==> config.mk <==
export PLATFORM = sky130hd
export DESIGN_NAME = fxcv_convert
export DESIGN_NICKNAME = d
export VERILOG_FILES = /design/src/rtl/fxcv_pkg.sv /design/src/rtl/fxcv_delay.sv /design/src/rtl/fxcv_align.sv /design/src/rtl/fxcv_limit.sv /design/src/rtl/fxcv_convert.sv
export SDC_FILE = /design/constraint.sdc
export NUM_CORES = 1
export LEC_CHECK = 0
export ABC_AREA = 1
export BUFFER_PORTS_ARGS = -buffer_cell sky130_fd_sc_hd__buf_4
export CORE_MARGIN = 5
export CORE_UTILIZATION = 34
export CTS_CLUSTER_SIZE = 40
export DETAILED_ROUTE_END_ITERATION = 8
export MAX_ROUTING_LAYER = met4
export SETUP_SLACK_MARGIN = 0.05
export SYNTH_ARGS = -nofsm -noshare
export SYNTH_HDL_FRONTEND = slang
export SYNTH_HIERARCHICAL = 1
export SYNTH_SLANG_ARGS = --single-unit
==> constraint.sdc <==
create_clock -name clk -period 5.6 [get_ports clk]
set_clock_uncertainty 0.05 [all_clocks]
set_input_delay 0.84 -clock clk [delete_from_list [all_inputs] [get_ports clk]]
set_output_delay 0.84 -clock clk [all_outputs]
set_load 0.02 [all_outputs]
==> src/rtl/fxcv_pkg.sv <==
package fxcv_pkg;
  typedef enum logic {
    QNT_TRUNC,
    QNT_ROUND
  } qnt_mode_e;

  typedef enum logic [1:0] {
    OVF_WRAP,
    OVF_SAT,
    OVF_FLAG
  } ovf_mode_e;
endpackage

==> src/rtl/fxcv_delay.sv <==
module fxcv_delay #(
  parameter int W     = 8,
  parameter int DEPTH = 1
) (
  input  logic         clk,
  input  logic         rst_n,
  input  logic [W-1:0] d,
  output logic [W-1:0] q
);
  generate
    if (DEPTH == 0) begin : g_pass
      assign q = d;
    end else begin : g_shift
      logic [W-1:0] sr [DEPTH];
      always_ff @(posedge clk) begin
        if (!rst_n) begin
          for (int i = 0; i < DEPTH; i++) sr[i] <= '0;
        end else begin
          sr[0] <= d;
          for (int i = 1; i < DEPTH; i++) sr[i] <= sr[i-1];
        end
      end
      assign q = sr[DEPTH-1];
    end
  endgenerate
endmodule

==> src/rtl/fxcv_align.sv <==
module fxcv_align
  import fxcv_pkg::*;
#(
  parameter int        IN_W      = 16,
  parameter int        IN_FRAC   = 10,
  parameter bit        IN_SIGNED = 1'b1,
  parameter int        OUT_FRAC  = 9,
  parameter qnt_mode_e QMODE     = QNT_ROUND,
  parameter int        RW        = 18
) (
  input  logic                 clk,
  input  logic                 rst_n,
  input  logic [IN_W-1:0]      din,
  output logic signed [RW-1:0] rounded
);
  localparam int SH   = OUT_FRAC - IN_FRAC;
  localparam int LSH  = (SH > 0) ? SH : 0;
  localparam int DROP = (SH < 0) ? -SH : 0;

  // Widen the raw input to a signed working value of the same numeric worth.
  function automatic logic signed [RW-1:0] widen(input logic [IN_W-1:0] x);
    logic signed [RW-1:0] r;
    if (IN_SIGNED) r = RW'($signed(x));
    else           r = RW'(x);
    return r;
  endfunction

  logic signed [RW-1:0] aligned_w;
  logic signed [RW-1:0] trn_w;
  logic signed [RW-1:0] rnd_w;

  // Move the input point onto the output grid (exact when LSH > 0).
  assign aligned_w = widen(din) <<< LSH;
  // Drop the bits below the output LSB: floor.
  assign trn_w     = aligned_w >>> DROP;

  generate
    if (DROP == 0) begin : g_exact
      assign rnd_w = aligned_w;
    end else begin : g_round
      // Half an output LSB, one less for negative values, gives ties away from zero.
      function automatic logic signed [RW-1:0] round_drop(input logic signed [RW-1:0] v);
        logic signed [RW-1:0] b;
        b = '0;
        b[DROP-1] = 1'b1;
        if (v[RW-1]) b = b - {{(RW-1){1'b0}}, 1'b1};
        return (v + b) >>> DROP;
      endfunction
      assign rnd_w = round_drop(aligned_w);
    end
  endgenerate

  assign rounded = (QMODE == QNT_ROUND) ? rnd_w : trn_w;

  // The rounded value is the floor or one grid step above it.
  AST_ROUND_STEP: assert property (@(posedge clk) disable iff (!rst_n)
    (rnd_w == trn_w) || (rnd_w == trn_w + {{(RW-1){1'b0}}, 1'b1}));
endmodule

==> src/rtl/fxcv_limit.sv <==
module fxcv_limit
  import fxcv_pkg::*;
#(
  parameter int        RW         = 18,
  parameter int        OUT_W      = 12,
  parameter bit        OUT_SIGNED = 1'b1,
  parameter ovf_mode_e OVMODE     = OVF_SAT
) (
  input  logic                 clk,
  input  logic                 rst_n,
  input  logic signed [RW-1:0] val,
  output logic [OUT_W-1:0]     dout,
  output logic                 ovf
);
  localparam int CW = (RW > OUT_W + 2) ? RW : OUT_W + 2;
  localparam logic signed [CW-1:0] MAXC = OUT_SIGNED ?
    {{(CW-OUT_W+1){1'b0}}, {(OUT_W-1){1'b1}}} :
    {{(CW-OUT_W){1'b0}}, {OUT_W{1'b1}}};
  localparam logic signed [CW-1:0] MINC = OUT_SIGNED ?
    {{(CW-OUT_W+1){1'b1}}, {(OUT_W-1){1'b0}}} :
    {CW{1'b0}};

  // Numeric worth of an output word, widened for comparison.
  function automatic logic signed [CW-1:0] out_value(input logic [OUT_W-1:0] w);
    logic signed [CW-1:0] r;
    if (OUT_SIGNED) r = CW'($signed(w));
    else            r = CW'(w);
    return r;
  endfunction

  logic signed [CW-1:0] vx;
  logic                 too_hi;
  logic                 too_lo;

  assign vx     = CW'(val);
  assign too_hi = vx > MAXC;
  assign too_lo = vx < MINC;
  assign ovf    = too_hi | too_lo;

  always_comb begin
    dout = vx[OUT_W-1:0];
    if (OVMODE == OVF_SAT) begin
      if (too_hi)      dout = MAXC[OUT_W-1:0];
      else if (too_lo) dout = MINC[OUT_W-1:0];
    end
  end

  AST_NO_OVERFLOW: assert property (@(posedge clk) disable iff (!rst_n)
    !ovf |-> (out_value(dout) == vx));
  AST_SAT_LIMIT: assert property (@(posedge clk) disable iff (!rst_n)
    ((OVMODE == OVF_SAT) && ovf) |->
      ((dout == MAXC[OUT_W-1:0]) || (dout == MINC[OUT_W-1:0])));
  AST_WRAP_DETECT: assert property (@(posedge clk) disable iff (!rst_n)
    (OVMODE != OVF_SAT) |-> (ovf == (out_value(dout) != vx)));
endmodule

==> src/rtl/fxcv_convert.sv <==
module fxcv_convert
  import fxcv_pkg::*;
#(
  parameter int        IN_W       = 16,
  parameter int        IN_FRAC    = 10,
  parameter bit        IN_SIGNED  = 1'b1,
  parameter int        OUT_W      = 12,
  parameter int        OUT_FRAC   = 9,
  parameter bit        OUT_SIGNED = 1'b1,
  parameter qnt_mode_e QMODE      = QNT_ROUND,
  parameter ovf_mode_e OVMODE     = OVF_SAT,
  parameter int        EXTRA_LAT  = 2
) (
  input  logic             clk,
  input  logic             rst_n,
  input  logic [IN_W-1:0]  data_in,
  input  logic             valid_in,
  output logic [OUT_W-1:0] data_out,
  output logic             valid_out,
  output logic             overflow
);
  localparam int SH  = OUT_FRAC - IN_FRAC;
  localparam int LSH = (SH > 0) ? SH : 0;
  localparam int RW  = IN_W + LSH + 2;
  localparam int PW  = OUT_W + 2;

  // Stage 1: capture every sample, valid or not.
  logic [IN_W-1:0] din_q;
  logic            vin_q;
  always_ff @(posedge clk) begin
    if (!rst_n) begin
      din_q <= '0;
      vin_q <= 1'b0;
    end else begin
      din_q <= data_in;
      vin_q <= valid_in;
    end
  end

  logic signed [RW-1:0] rounded_w;
  logic [OUT_W-1:0]     fitted_w;
  logic                 ovf_w;

  fxcv_align #(
    .IN_W(IN_W), .IN_FRAC(IN_FRAC), .IN_SIGNED(IN_SIGNED),
    .OUT_FRAC(OUT_FRAC), .QMODE(QMODE), .RW(RW)
  ) u_align (
    .clk(clk), .rst_n(rst_n), .din(din_q), .rounded(rounded_w)
  );

  fxcv_limit #(
    .RW(RW), .OUT_W(OUT_W), .OUT_SIGNED(OUT_SIGNED), .OVMODE(OVMODE)
  ) u_limit (
    .clk(clk), .rst_n(rst_n), .val(rounded_w), .dout(fitted_w), .ovf(ovf_w)
  );

  // Stage 2: result register.
  logic [PW-1:0] res_q;
  always_ff @(posedge clk) begin
    if (!rst_n) res_q <= '0;
    else        res_q <= {vin_q, ovf_w, fitted_w};
  end

  // Extra latency: data, flag and valid share one shift register.
  logic [PW-1:0] res_d;
  fxcv_delay #(.W(PW), .DEPTH(EXTRA_LAT)) u_delay (
    .clk(clk), .rst_n(rst_n), .d(res_q), .q(res_d)
  );

  assign data_out  = res_d[OUT_W-1:0];
  assign valid_out = res_d[PW-1];
  assign overflow  = res_d[PW-2] & res_d[PW-1];

  AST_RESET_QUIET: assert property (@(posedge clk)
    $past(!rst_n) |-> (!valid_out && !overflow && (data_out == '0)));
endmodule

==> impl_summary.log, run 1 <==
INFO  metric routed_wire_length_per_instance = 7.708 µm
INFO  metric final.min_clock_period = 2.333 ns
INFO  metric regToRegEndpoint = res_q[0]$_SDFF_PN0_
INFO  metric netlist_top_cells_area = sky130_fd_sc_hd__dfxtp_1 50%, sky130_fd_sc_hd__nand2_1 18%, sky130_fd_sc_hd__inv_1 11%
INFO  metric row_count = 30
INFO  metric timing.critical_path.to_type = flop
INFO  metric floorplan.initialDensity = 0.3505
INFO  metric relSlewSlack = 0.6524
INFO  metric grt_start_max_net_pins = 60
INFO  metric buffer_ports.inserted = 32
INFO  metric startpoint = din_q[15]$_SDFF_PN0_
INFO  metric drt_pre_antenna_iters = 4
INFO  metric reg2reg_from = din_q[15]$_SDFF_PN0_
INFO  metric critical_path_class = flop to flop
INFO  metric worst_skew_pair.late_latency = ~0.32 ns
INFO  metric netSwitchingPower = around 200 µW
INFO  metric die_area = 0.008777 mm²
INFO  metric max-clock-path-buffers = 2
INFO  metric tightestPinTransition = between 0.5 and 0.6 ns
INFO  metric vdd_ir_drop_max = about 0.00015 V
INFO  metric die_width = 93.69 µm
INFO  metric gp_routability_congestion = 0.8253
INFO  metric power.share.sequential = 0.523
INFO  metric synthMostInstantiatedCell = sky130_fd_sc_hd__nand2_1
INFO  metric io_pins = 33
INFO  metric yosys_most_used_dff = sky130_fd_sc_hd__dfxtp_1
INFO  metric core_region_area = 0.006794 mm²
INFO  metric mappedNetlistArea = 0.002381 mm²
INFO  metric timing.final.hold_violations = 0
INFO  metric totalNegativeSetupSlack = 0 ns
INFO  metric h-tree-depth = 3
INFO  metric dp.final_hpwl = approximately 2400 µm
INFO  metric hp-class = flop to flop
INFO  metric final_area = 0.002721 mm²
INFO  metric outcome = completed
INFO  metric avgSynthCellArea = 7.535 µm²
INFO  metric post_cts_resized = 0
INFO  metric worst-r2r-cell-count = 17
INFO  metric synth.distinct_cells = 19
INFO  metric worstSetupEndpoint = res_q[0]$_SDFF_PN0_
INFO  metric tritoncts_clock_tree = yes
INFO  metric postSynth.asyncResetShare = 0
INFO  metric initialDrtViolationCount = 45
INFO  metric syn-num-nets = 336
INFO  metric p_leak = 0.001593 µW
INFO  metric final_layout_size_suffix_gt1_frac = 0.1799
INFO  metric grt_pass1_vias = 1545
INFO  metric track_usage = 0.09418
INFO  metric num_vias = ~1.6k
INFO  metric cts-root-buf = sky130_fd_sc_hd__clkbuf_8
INFO  metric synth-edff-count = 0
INFO  metric post_synth_inst_count = 316
INFO  metric ff2ff_setup_slack = 3.27 ns
INFO  metric cts_setup_buffers = 0
INFO  metric core_util_final = 0.4006
INFO  metric cts-buffers-inserted = 9
INFO  metric antenna_diodes = 0
INFO  metric clkTransAtPathRegs = 0.06 ns
INFO  metric synthToLayoutAreaGrowth = 14.29%
INFO  metric drt_wl_total = 3353 µm
INFO  metric hold_buffers = 0
INFO  metric min_period_over_period = 0.4165
INFO  metric setup_violations = 0
INFO  metric final_nets = 354
INFO  metric cap_viol_max_count = 0
INFO  metric worst_ep_arrival_time = 2.55 ns
INFO  metric globalRoute.totalOverflow = 0
INFO  metric largest_area_contributor_in_the_synthesized_netlist = sky130_fd_sc_hd__dfxtp_1
INFO  metric die_h = 93.69 µm
INFO  metric fmax = 428.7 MHz
INFO  metric grt_pass1_wl = 6203 µm
INFO  metric routed_via_density = about 3.6
INFO  metric yosysSeqAreaShare = 0.4961
INFO  metric postRouteAntennaNets = 0
INFO  metric ys.warnings.count = 6
INFO  metric start_kind = flop
INFO  metric grt_antenna_before_repair = 0
INFO  metric synth.top_cells.by_count = 114 x sky130_fd_sc_hd__nand2_1, 71 x sky130_fd_sc_hd__inv_1, 59 x sky130_fd_sc_hd__dfxtp_1
INFO  metric p_per_area = 318.9 mW/mm²
INFO  metric worst-path-max-fanout = 12
INFO  metric comb_power_share = 0.074
INFO  metric dpl-instance-area = 0.002531 mm²
INFO  metric cp_required = between 5 and 6 ns
INFO  metric unrepaired_setup_endpoints_after_global_routing = no
INFO  metric cts_num_sinks = 59
INFO  metric cell_internal_power_dissipation = 668.8 µW
INFO  metric slew_violations = 0
INFO  metric drc = 0
INFO  metric clockPowerShare = 0.403
INFO  metric netlist.area_leader.share = 0.4961
INFO  metric postSynthRegisterBits = ~60
INFO  metric power.share.switching = 0.2295
==> cell type report <==
cell class	instances	area (µm²)
Sequential cell	59	1181
Inverter	72	270.3
Clock inverter	3	21.27
Clock buffer	13	168.9
Timing Repair Buffer	32	240.2
Multi-Input combinational cell	160	719.4
Fill cell	715	4073
Tap cell	96	120.1
==> placed cells by master (no fill, tap or decap), drive strengths merged <==
cell type / Yosys / final
nand2: 120 / 120
inv: 72 / 72
dfxtp: 59 / 59
buf: 24 / 32
nor2: 20 / 20
clkbuf: 1 / 13
o21ai: 5 / 5
nand3: 4 / 4
xnor2: 4 / 4
xor2: 3 / 3
nand4: 2 / 2
clkinv: 0 / 2
clkinvlp: 0 / 1
a21oi: 1 / 1
ha: 1 / 1
==> power by group through the flow <==
| stage | combinational, µW | clock (µW) | sequential (µW) |
|---|---|---|---|
| after CTS | 65.2 | 366 | 454 |
| final | 64.0 | 350 | 454 |
| after floorplan | 55.8 | 0 | 461 |
| after detailed placement | 65.0 | 0 | 464 |
| after global placement | 64.1 | 0 | 463 |
| after global routing | 75.2 | 387 | 457 |
==> worst min-delay path by stage <==
stage                                               startpoint                                   end  cells after the start
after global placement    u_delay/g_shift.sr[0][12]$_SDFF_PN0_  u_delay/g_shift.sr[0][26]$_SDFF_PN0_                      2
after detailed placement                  res_q[11]$_SDFF_PN0_  u_delay/g_shift.sr[0][11]$_SDFF_PN0_                      2
after CTS                                 res_q[11]$_SDFF_PN0_  u_delay/g_shift.sr[0][11]$_SDFF_PN0_                      2
final                                     res_q[11]$_SDFF_PN0_  u_delay/g_shift.sr[0][11]$_SDFF_PN0_                      2
after global routing                       res_q[5]$_SDFF_PN0_   u_delay/g_shift.sr[0][5]$_SDFF_PN0_                      2
after floorplan           u_delay/g_shift.sr[0][12]$_SDFF_PN0_  u_delay/g_shift.sr[0][26]$_SDFF_PN0_                      2
==> per-stage QoR <==
step,power (µW),hold slack (ns),cells,setup slack [ns]
3_3_place_gp,527.3,0.3403,419,3.429
5_1_grt,919.4,0.3749,435,2.972
3_5_place_dp,528.8,0.3447,419,3.279
6_report,868.0,0.3566,435,3.267
4_1_cts,885.5,0.3556,435,3.262
2_1_floorplan,517.0,0.3364,316,3.612
==> critical path: stages (launching register included) <==
cell                      delay [ns]
sky130_fd_sc_hd__dfxtp_1        0.30
sky130_fd_sc_hd__inv_1          0.05
sky130_fd_sc_hd__nand2_1        0.11
sky130_fd_sc_hd__inv_1          0.07
sky130_fd_sc_hd__ha_1           0.21
sky130_fd_sc_hd__nand2_1        0.08
sky130_fd_sc_hd__nor2_1         0.04
sky130_fd_sc_hd__nand2_2        0.12
sky130_fd_sc_hd__nor2_2         0.05
sky130_fd_sc_hd__a21oi_1        0.42
sky130_fd_sc_hd__nand2_1        0.10
sky130_fd_sc_hd__nor2_1         0.14
sky130_fd_sc_hd__nand2_1        0.08
sky130_fd_sc_hd__nand2_2        0.17
sky130_fd_sc_hd__nand2_1        0.07
sky130_fd_sc_hd__nand2_1        0.06
sky130_fd_sc_hd__nand2_1        0.06
sky130_fd_sc_hd__inv_1          0.08
==> sequential cells by signal, indices dropped and copies added (netlist names) <==
register / flops
u_delay/g_shift.sr: 28
vin_q: 1
din_q: 16
res_q: 14
==> logic make-up after synthesis <==
group	share of synthesized area
adders and majority gates	0.005254
AOI/OAI and AO/OA	0.01261
and+or+nand+nor	0.2585
buffers and inverters	0.2018
DFF	0.4961
xor gates and xnor gates	0.02575
==> layer usage <==
metal | track usage | vias to the layer above | part of all wire
met5 | - | - | 0
met4 | 0.03971 | 0 | 0.017
met1 | 0.1001 | 625 | 0.49
met2 | 0.1443 | 41 | 0.42
met3 | 0.05288 | 4 | 0.073
li1 | - | 908 | -
Note: power is estimated with default switching activity, not from simulation.
==> inputs of run 2 (changes only) <==
Clock period 5.6 ns to 2.4 ns, I/O delays scaled along.
==> impl_summary.log, run 2 (same netlist as run 1, synthesis figures left out) <==
INFO  metric die_h = 93.69 µm
INFO  metric gp_routability_congestion = 0.8206
INFO  metric relSlewSlack = 0.6532
INFO  metric grt_pass1_vias = 1512
INFO  metric cts_num_sinks = slightly below 60
INFO  metric routed_wire_length_per_instance = roughly 7.7 µm
INFO  metric cell_internal_power_dissipation = 1631 µW
INFO  metric drt_pre_antenna_iters = 4
INFO  metric globalRoute.totalOverflow = 0
INFO  metric vdd_ir_drop_max = between 0.0003 and 0.0004 V
INFO  metric track_usage = 0.09533
INFO  metric start_kind = flop
INFO  metric unrepaired_setup_endpoints_after_global_routing = yes
INFO  metric floorplan.initialDensity = 0.3505
INFO  metric row_count = 30
INFO  metric crit_path_cell_trace = inv_1, nand2_1, inv_1, ha_1, nand2_1, nor2_1, nand2_2, nor2_2, a21oi_1, buf_4, nor2_1, nand3_1, nand2_4, nand2_1, nand2_1, inv_1
INFO  metric fin_total_pwr = 2101 µW
INFO  metric cts-root-buf = sky130_fd_sc_hd__clkbuf_8
INFO  metric final_layout_size_suffix_gt1_frac = 0.1858
INFO  metric timing.critical_path.to_type = flop
INFO  metric final_nets = about 360
INFO  metric largest_register_ffs = 28
INFO  metric buffer_ports.inserted = 32
INFO  metric hold_buffers = 0
INFO  metric die_width = between 90 and 100 µm
INFO  metric slowest_delay = 0.29 ns
INFO  metric timing.final.hold_violations = 0
INFO  metric clkTransAtPathRegs = 0.07 ns
INFO  metric outcome = completed
INFO  metric comb_power_share = 0.073
INFO  metric cts_setup_buffers = 0
INFO  metric grt_start_max_net_pins = 60
INFO  metric worst_skew_pair.late_latency = 0.33 ns
INFO  metric p_per_area = 763.3 mW/mm²
INFO  metric power.share.switching = 0.2235
INFO  metric cp_required = ~2.6 ns
INFO  metric worst-path-max-fanout = 12
INFO  metric post_cts_resized = 0
INFO  metric critical_path_class = flop to flop
INFO  metric slew_violations = 0
INFO  metric dp.final_hpwl = 2385 µm
INFO  metric tritoncts_clock_tree = yes
INFO  metric drt_wl_total = approximately 3300 µm
INFO  metric registers.top_by_ff_count = u_delay/g_shift.sr
INFO  metric grt_antenna_before_repair = 0
INFO  metric num_vias = 1581
INFO  metric worst_ep_arrival_time = 2.25 ns
INFO  metric cts-buffers-inserted = 9
INFO  metric leading_cell_type_in_the_layout_fill_and_taps_excluded = sky130_fd_sc_hd__nand2_1
INFO  metric antenna_diodes = 0
INFO  metric h-tree-depth = 3
INFO  metric totalNegativeSetupSlack = 0 ns
INFO  metric initialDrtViolationCount = 96
INFO  metric top_regs = u_delay/g_shift.sr (28), din_q (16), res_q (14)
INFO  metric synthToLayoutAreaGrowth = 15.61%
INFO  metric hp-class = primary input to flop
INFO  metric tightestPinTransition = 0.5203 ns
INFO  metric clockPowerShare = 0.422
INFO  metric cap_viol_max_count = 0
INFO  metric final.min_clock_period = between 2 and 2.5 ns
INFO  metric cp_common_cell = sky130_fd_sc_hd__nand2_1
INFO  metric fmax = 482.9 MHz
INFO  metric die_area = between 0.008 and 0.009 mm²
INFO  metric grt_pass1_wl = 6141 µm
INFO  metric p_leak = between 0.0015 and 0.002 µW
INFO  metric fillers = slightly above 700
INFO  metric power.share.sequential = 0.504
INFO  metric drc = 0
INFO  metric netSwitchingPower = around 470 µW
INFO  metric routed_via_density = about 3.6
INFO  metric max-clock-path-buffers = 2
INFO  metric crit_path_top_delay_cell = sky130_fd_sc_hd__dfxtp_1
INFO  metric min_period_over_period = 0.8629
INFO  metric io_pins = 33
INFO  metric postRouteAntennaNets = 0
INFO  metric setup_violations = 0
INFO  metric layout_common_cells = 113 x sky130_fd_sc_hd__nand2_1, 71 x sky130_fd_sc_hd__inv_1, 59 x sky130_fd_sc_hd__dfxtp_1, 33 x sky130_fd_sc_hd__buf_4, 13 x sky130_fd_sc_hd__nor2_1
INFO  metric core_region_area = around 0.0068 mm²
## run 2: cell count changes in the layout (fill, tap and decap cells not counted)
cell                         change
sky130_fd_sc_hd__buf_4           +1
sky130_fd_sc_hd__bufinv_16       +1
sky130_fd_sc_hd__clkbuf_1        -1
sky130_fd_sc_hd__clkbuf_8        -1
sky130_fd_sc_hd__clkinv_4        -1
sky130_fd_sc_hd__clkinvlp_4      +1
sky130_fd_sc_hd__nand2_1         -1
sky130_fd_sc_hd__nand2_2         -1
sky130_fd_sc_hd__nand2_4         +2
## run 2: path summary, 6_finish.rpt
kind                                            from                                   end  slack [ns]  cells past startpoint
worst max-delay path            din_q[15]$_SDFF_PN0_                   res_q[0]$_SDFF_PN0_        0.33                     16
worst min-delay path                     data_in[13]                  din_q[13]$_SDFF_PN0_        0.15                      3
worst max register to register  din_q[15]$_SDFF_PN0_                   res_q[0]$_SDFF_PN0_        0.33                     16
worst min register to register  res_q[12]$_SDFF_PN0_  u_delay/g_shift.sr[0][12]$_SDFF_PN0_        0.36                      2
## run 2: metal layers
metal  vias up  track usage  wire length, µm
met3         6      0.05529              260
met1       628       0.1045             1635
li1        907            -                -
met2        40       0.1396             1375
met4         0      0.04332               63
met5         -            -                0
## run 2: layout make-up
type | count | area, µm² | area share
multi-input cells | 160 | 732.0 | 0.2659
flip-flops and latches | 59 | 1181 | 0.4291
inverters | 72 | 270.3 | 0.09818
clock buffers | 11 | 151.4 | 0.05500
repair buffers | 33 | 247.7 | 0.09000
clock inverters | 4 | 50.05 | 0.01818
well taps | 96 | 120.1 | 0.04364
## run 2: stage by stage
stage	hold WS (ns)	cell area (µm²)	instances	worst slack, ns	utilization
floorplan	0.3364	2381	316	0.4122	-
global placement	0.3439	2539	420	0.2640	0.3737
detailed placement	0.3447	2539	420	0.1963	0.3737
CTS	0.1311	2740	435	0.1938	0.4033
global route	0.1325	2753	435	0.04625	0.4052
finish	0.1542	2753	435	0.3291	0.4052
## run 2: critical path, delay by kind of cell (launching register included)
family	cells	cell delay [ns]
adders and majority gates	1	0.19
AOI/OAI and AO/OA	1	0.07
DFF	1	0.29
buffers and inverters	4	0.37
and+or+nand+nor	10	1.00
## run 2: power groups by stage
stage,sequential (µW),clock (µW),combinational (µW)
finish,1060,888,154
detailed placement,1080,0,154
CTS,1060,925,154
floorplan,1080,0,130
global route,1070,975,181
global placement,1080,0,151
==> inputs of run 3 (changes only) <==
Settings changed: ABC_AREA 1 to not set, CAP_MARGIN set to 20, CORE_MARGIN 5 to not set.
==> impl_summary.log, run 3 <==
INFO  metric drt_pre_antenna_iters = 6
INFO  metric tightestPinTransition = 0.3939 ns
INFO  metric place_inst = 300
INFO  metric timing.critical_path.to_type = flop
INFO  metric relSlewSlack = 0.7374
INFO  metric grt_antenna_before_repair = 0
INFO  metric floorplan.initialDensity = 0.3589
INFO  metric worstSetupEndpoint = res_q[12]$_SDFF_PN0_
INFO  metric layout.cells.non_filler = 321
INFO  metric p_per_area = approximately 770 mW/mm²
INFO  metric worst-r2r-cell-count = 11
INFO  metric vdd_ir_drop_max = 0.0004171 V
INFO  metric cap_viol_max_count = 0
INFO  metric leading_cell_type_in_the_layout_fill_and_taps_excluded = sky130_fd_sc_hd__dfxtp_1
INFO  metric routed_via_density = between 4 and 5
INFO  metric die_area = 0.007191 mm²
INFO  metric outcome = completed
INFO  metric reg2reg_from = din_q[0]$_SDFF_PN0_
INFO  metric netlist.area_leader.share = 0.5067
INFO  metric drt_wl_total = 3241 µm
INFO  metric crit_path_top_delay_cell = sky130_fd_sc_hd__dfxtp_1
INFO  metric setup_violations = 0
INFO  metric largest_area_contributor_in_the_synthesized_netlist = sky130_fd_sc_hd__dfxtp_1
INFO  metric fmax = between 400 and 500 MHz
INFO  metric globalRoute.totalOverflow = 0
INFO  metric worst_skew_pair.late_latency = 0.34 ns
INFO  metric cts-buffers-inserted = 9
INFO  metric avgSynthCellArea = 10.89 µm²
INFO  metric cts_num_sinks = 59
INFO  metric final.min_clock_period = 2.224 ns
INFO  metric regToRegEndpoint = res_q[12]$_SDFF_PN0_
INFO  metric clkTransAtPathRegs = 0.07 ns
INFO  metric final_nets = between 200 and 300
INFO  metric die_h = 84.80 µm
INFO  metric grt_pass1_vias = 1238
INFO  metric min_period_over_period = 0.9265
INFO  metric start_kind = flop
INFO  metric fin_total_pwr = 2145 µW
INFO  metric timing.final.hold_violations = 0
INFO  metric cp_required = 2.58 ns
INFO  metric critical_path_class = flop to flop
INFO  metric hp-class = primary input to flop
INFO  metric dp.final_hpwl = 2032 µm
INFO  metric synth-edff-count = 0
INFO  metric core_region_area = between 0.006 and 0.007 mm²
INFO  metric mappedNetlistArea = 0.002331 mm²
INFO  metric h-tree-depth = 3
INFO  metric grt_pass1_wl = 5437 µm
INFO  metric top_regs = u_delay/g_shift.sr (28), din_q (16), res_q (14)
INFO  metric worst_ep_arrival_time = 2.41 ns
INFO  metric slowest_delay = slightly above 0.3 ns
INFO  metric post_synth_inst_count = approximately 210
INFO  metric core_util_final = 0.4306
INFO  metric postSynthRegisterBits = 59
INFO  metric layout_common_cells = 58 x sky130_fd_sc_hd__dfxtp_1, 53 x sky130_fd_sc_hd__and2_2, 38 x sky130_fd_sc_hd__buf_4, 16 x sky130_fd_sc_hd__nand4_1, 11 x sky130_fd_sc_hd__clkbuf_8
INFO  metric timing.critical_path.buf_inv = 2
INFO  metric netlist_top_cells_area = sky130_fd_sc_hd__dfxtp_1 51%, sky130_fd_sc_hd__and2_2 17%, sky130_fd_sc_hd__buf_4 5.2%
INFO  metric initialDrtViolationCount = 71
INFO  metric fillers = about 620
INFO  metric final_layout_size_suffix_gt1_frac = 0.5123
INFO  metric yosysSeqAreaShare = 0.5067
INFO  metric die_width = 84.80 µm
INFO  metric gp_routability_congestion = 0.7642
INFO  metric num_vias = 1390
INFO  metric postRouteAntennaNets = 0
INFO  metric grt_start_max_net_pins = 60
INFO  metric io_pins = 33
INFO  metric crit_path_cell_trace = nor2b_1, ha_2, nand2_2, nor3_4, buf_4, a21boi_2, buf_6, and4_4, nand4_1, o21a_1, and2_2
INFO  metric buffer_ports.inserted = 32
INFO  metric worstSetupPathDepth = 11
INFO  metric min_delay_path_depth = 2
INFO  metric synth.top_cells.by_count = 59 x sky130_fd_sc_hd__dfxtp_1, 53 x sky130_fd_sc_hd__and2_2, 16 x sky130_fd_sc_hd__buf_4, 16 x sky130_fd_sc_hd__nand4_1, 11 x sky130_fd_sc_hd__a2bb2oi_1
INFO  metric row_count = 29
INFO  metric largest_register_ffs = 28
INFO  metric hold_buffers = 0
INFO  metric max-clock-path-buffers = 2
INFO  metric syn-num-nets = 234
INFO  metric track_usage = 0.1053
INFO  metric worst-path-max-fanout = 18
INFO  metric postSynth.asyncResetShare = 0
INFO  metric cpLargestDelayFamily = simple AND/OR/NAND/NOR gates
INFO  metric synthToLayoutAreaGrowth = 19.97%
INFO  metric totalNegativeSetupSlack = 0 ns
INFO  metric p_leak = between 0.001 and 0.0015 µW
INFO  metric yosys_most_used_dff = sky130_fd_sc_hd__dfxtp_1
INFO  metric unrepaired_setup_endpoints_after_global_routing = no
INFO  metric startpoint = din_q[0]$_SDFF_PN0_
INFO  metric synth.distinct_cells = 28
INFO  metric routed_wire_length_per_instance = 10.10 µm
INFO  metric ys.warnings.count = 6
INFO  metric cts-root-buf = sky130_fd_sc_hd__clkbuf_8
INFO  metric registers.top_by_ff_count = u_delay/g_shift.sr
INFO  metric slew_violations = 0
INFO  metric synthMostInstantiatedCell = sky130_fd_sc_hd__dfxtp_1
INFO  metric antenna_diodes = 0
INFO  metric drc = 0
INFO  metric tritoncts_clock_tree = yes
INFO  metric ff2ff_setup_slack = 0.18 ns
==> run 3: cell count changes after synthesis, moves of 8 or more <==
cell,before,now
sky130_fd_sc_hd__inv_1,71,1
sky130_fd_sc_hd__nand2_1,114,5
sky130_fd_sc_hd__nand4_1,2,16
sky130_fd_sc_hd__a2bb2oi_1,0,11
sky130_fd_sc_hd__and2_2,0,53
sky130_fd_sc_hd__nor2_1,13,5
==> run 3: power by group <==
group	internal [µW]	switching, µW
Combinational	100	69.4
Sequential	1030	23.3
Clock	537	381
Total	1670	474
==> run 3: worst min path at each step <==
stage | startpoint | end | slack, ns
2_1_floorplan | u_delay/g_shift.sr[0][0]$_SDFF_PN0_ | u_delay/g_shift.sr[0][14]$_SDFF_PN0_ | 0.36
3_3_place_gp | res_q[6]$_SDFF_PN0_ | u_delay/g_shift.sr[0][6]$_SDFF_PN0_ | 0.37
3_5_place_dp | u_delay/g_shift.sr[0][10]$_SDFF_PN0_ | u_delay/g_shift.sr[0][24]$_SDFF_PN0_ | 0.37
4_1_cts | data_in[13] | din_q[13]$_SDFF_PN0_ | 0.16
5_1_grt | valid_in | vin_q$_SDFF_PN0_ | 0.17
6_report | data_in[13] | din_q[13]$_SDFF_PN0_ | 0.19
==> run 3: repair_timing <==
item                       4_1_cts  5_1_grt
pin swaps                        0        8
setup endpoints to repair        3       12
gates cloned                     0        2
buffers inserted                 0        3
resized for setup                2        9
==> run 3: layout make-up <==
class	instances	area, µm²	share of cell area
Clock inverter	5	61.31	0.02192
Clock buffer	11	151.4	0.05414
Timing Repair Buffer	39	296.5	0.1060
Sequential cell	59	1182	0.4228
Inverter	1	3.754	0.001342
Multi-Input combinational cell	129	1005	0.3593
Tap cell	77	96.34	0.03445
==> run 3: cell families (layout without fill, tap and decap cells) <==
group / count (synthesis) / in the layout / share of synthesized area
simple gates: 99 / 101 / 0.3017
compound gates: 14 / 14 / 0.05153
flops: 59 / 59 / 0.5067
xor+xnor: 13 / 13 / 0.04885
fa+ha+maj: 1 / 1 / 0.005367
buf+inv: 28 / 56 / 0.08588
==> run 3: through the flow <==
stage	hold WS [ns]	area (µm²)	setup WS, ns
floorplan	0.3619	2331	0.08386
global placement	0.3678	2501	0.1178
detailed placement	0.3669	2501	0.03707
CTS	0.1641	2724	0.06852
global route	0.1692	2796	0.05297
finish	0.1896	2796	0.1764
==> run 3: routing by layer <==
metal  global-route usage  routed length (µm)
met2               0.1449                1480
met3              0.05605                 214
met5                    -                   0
met1               0.1137                1458
met4              0.07858                  88
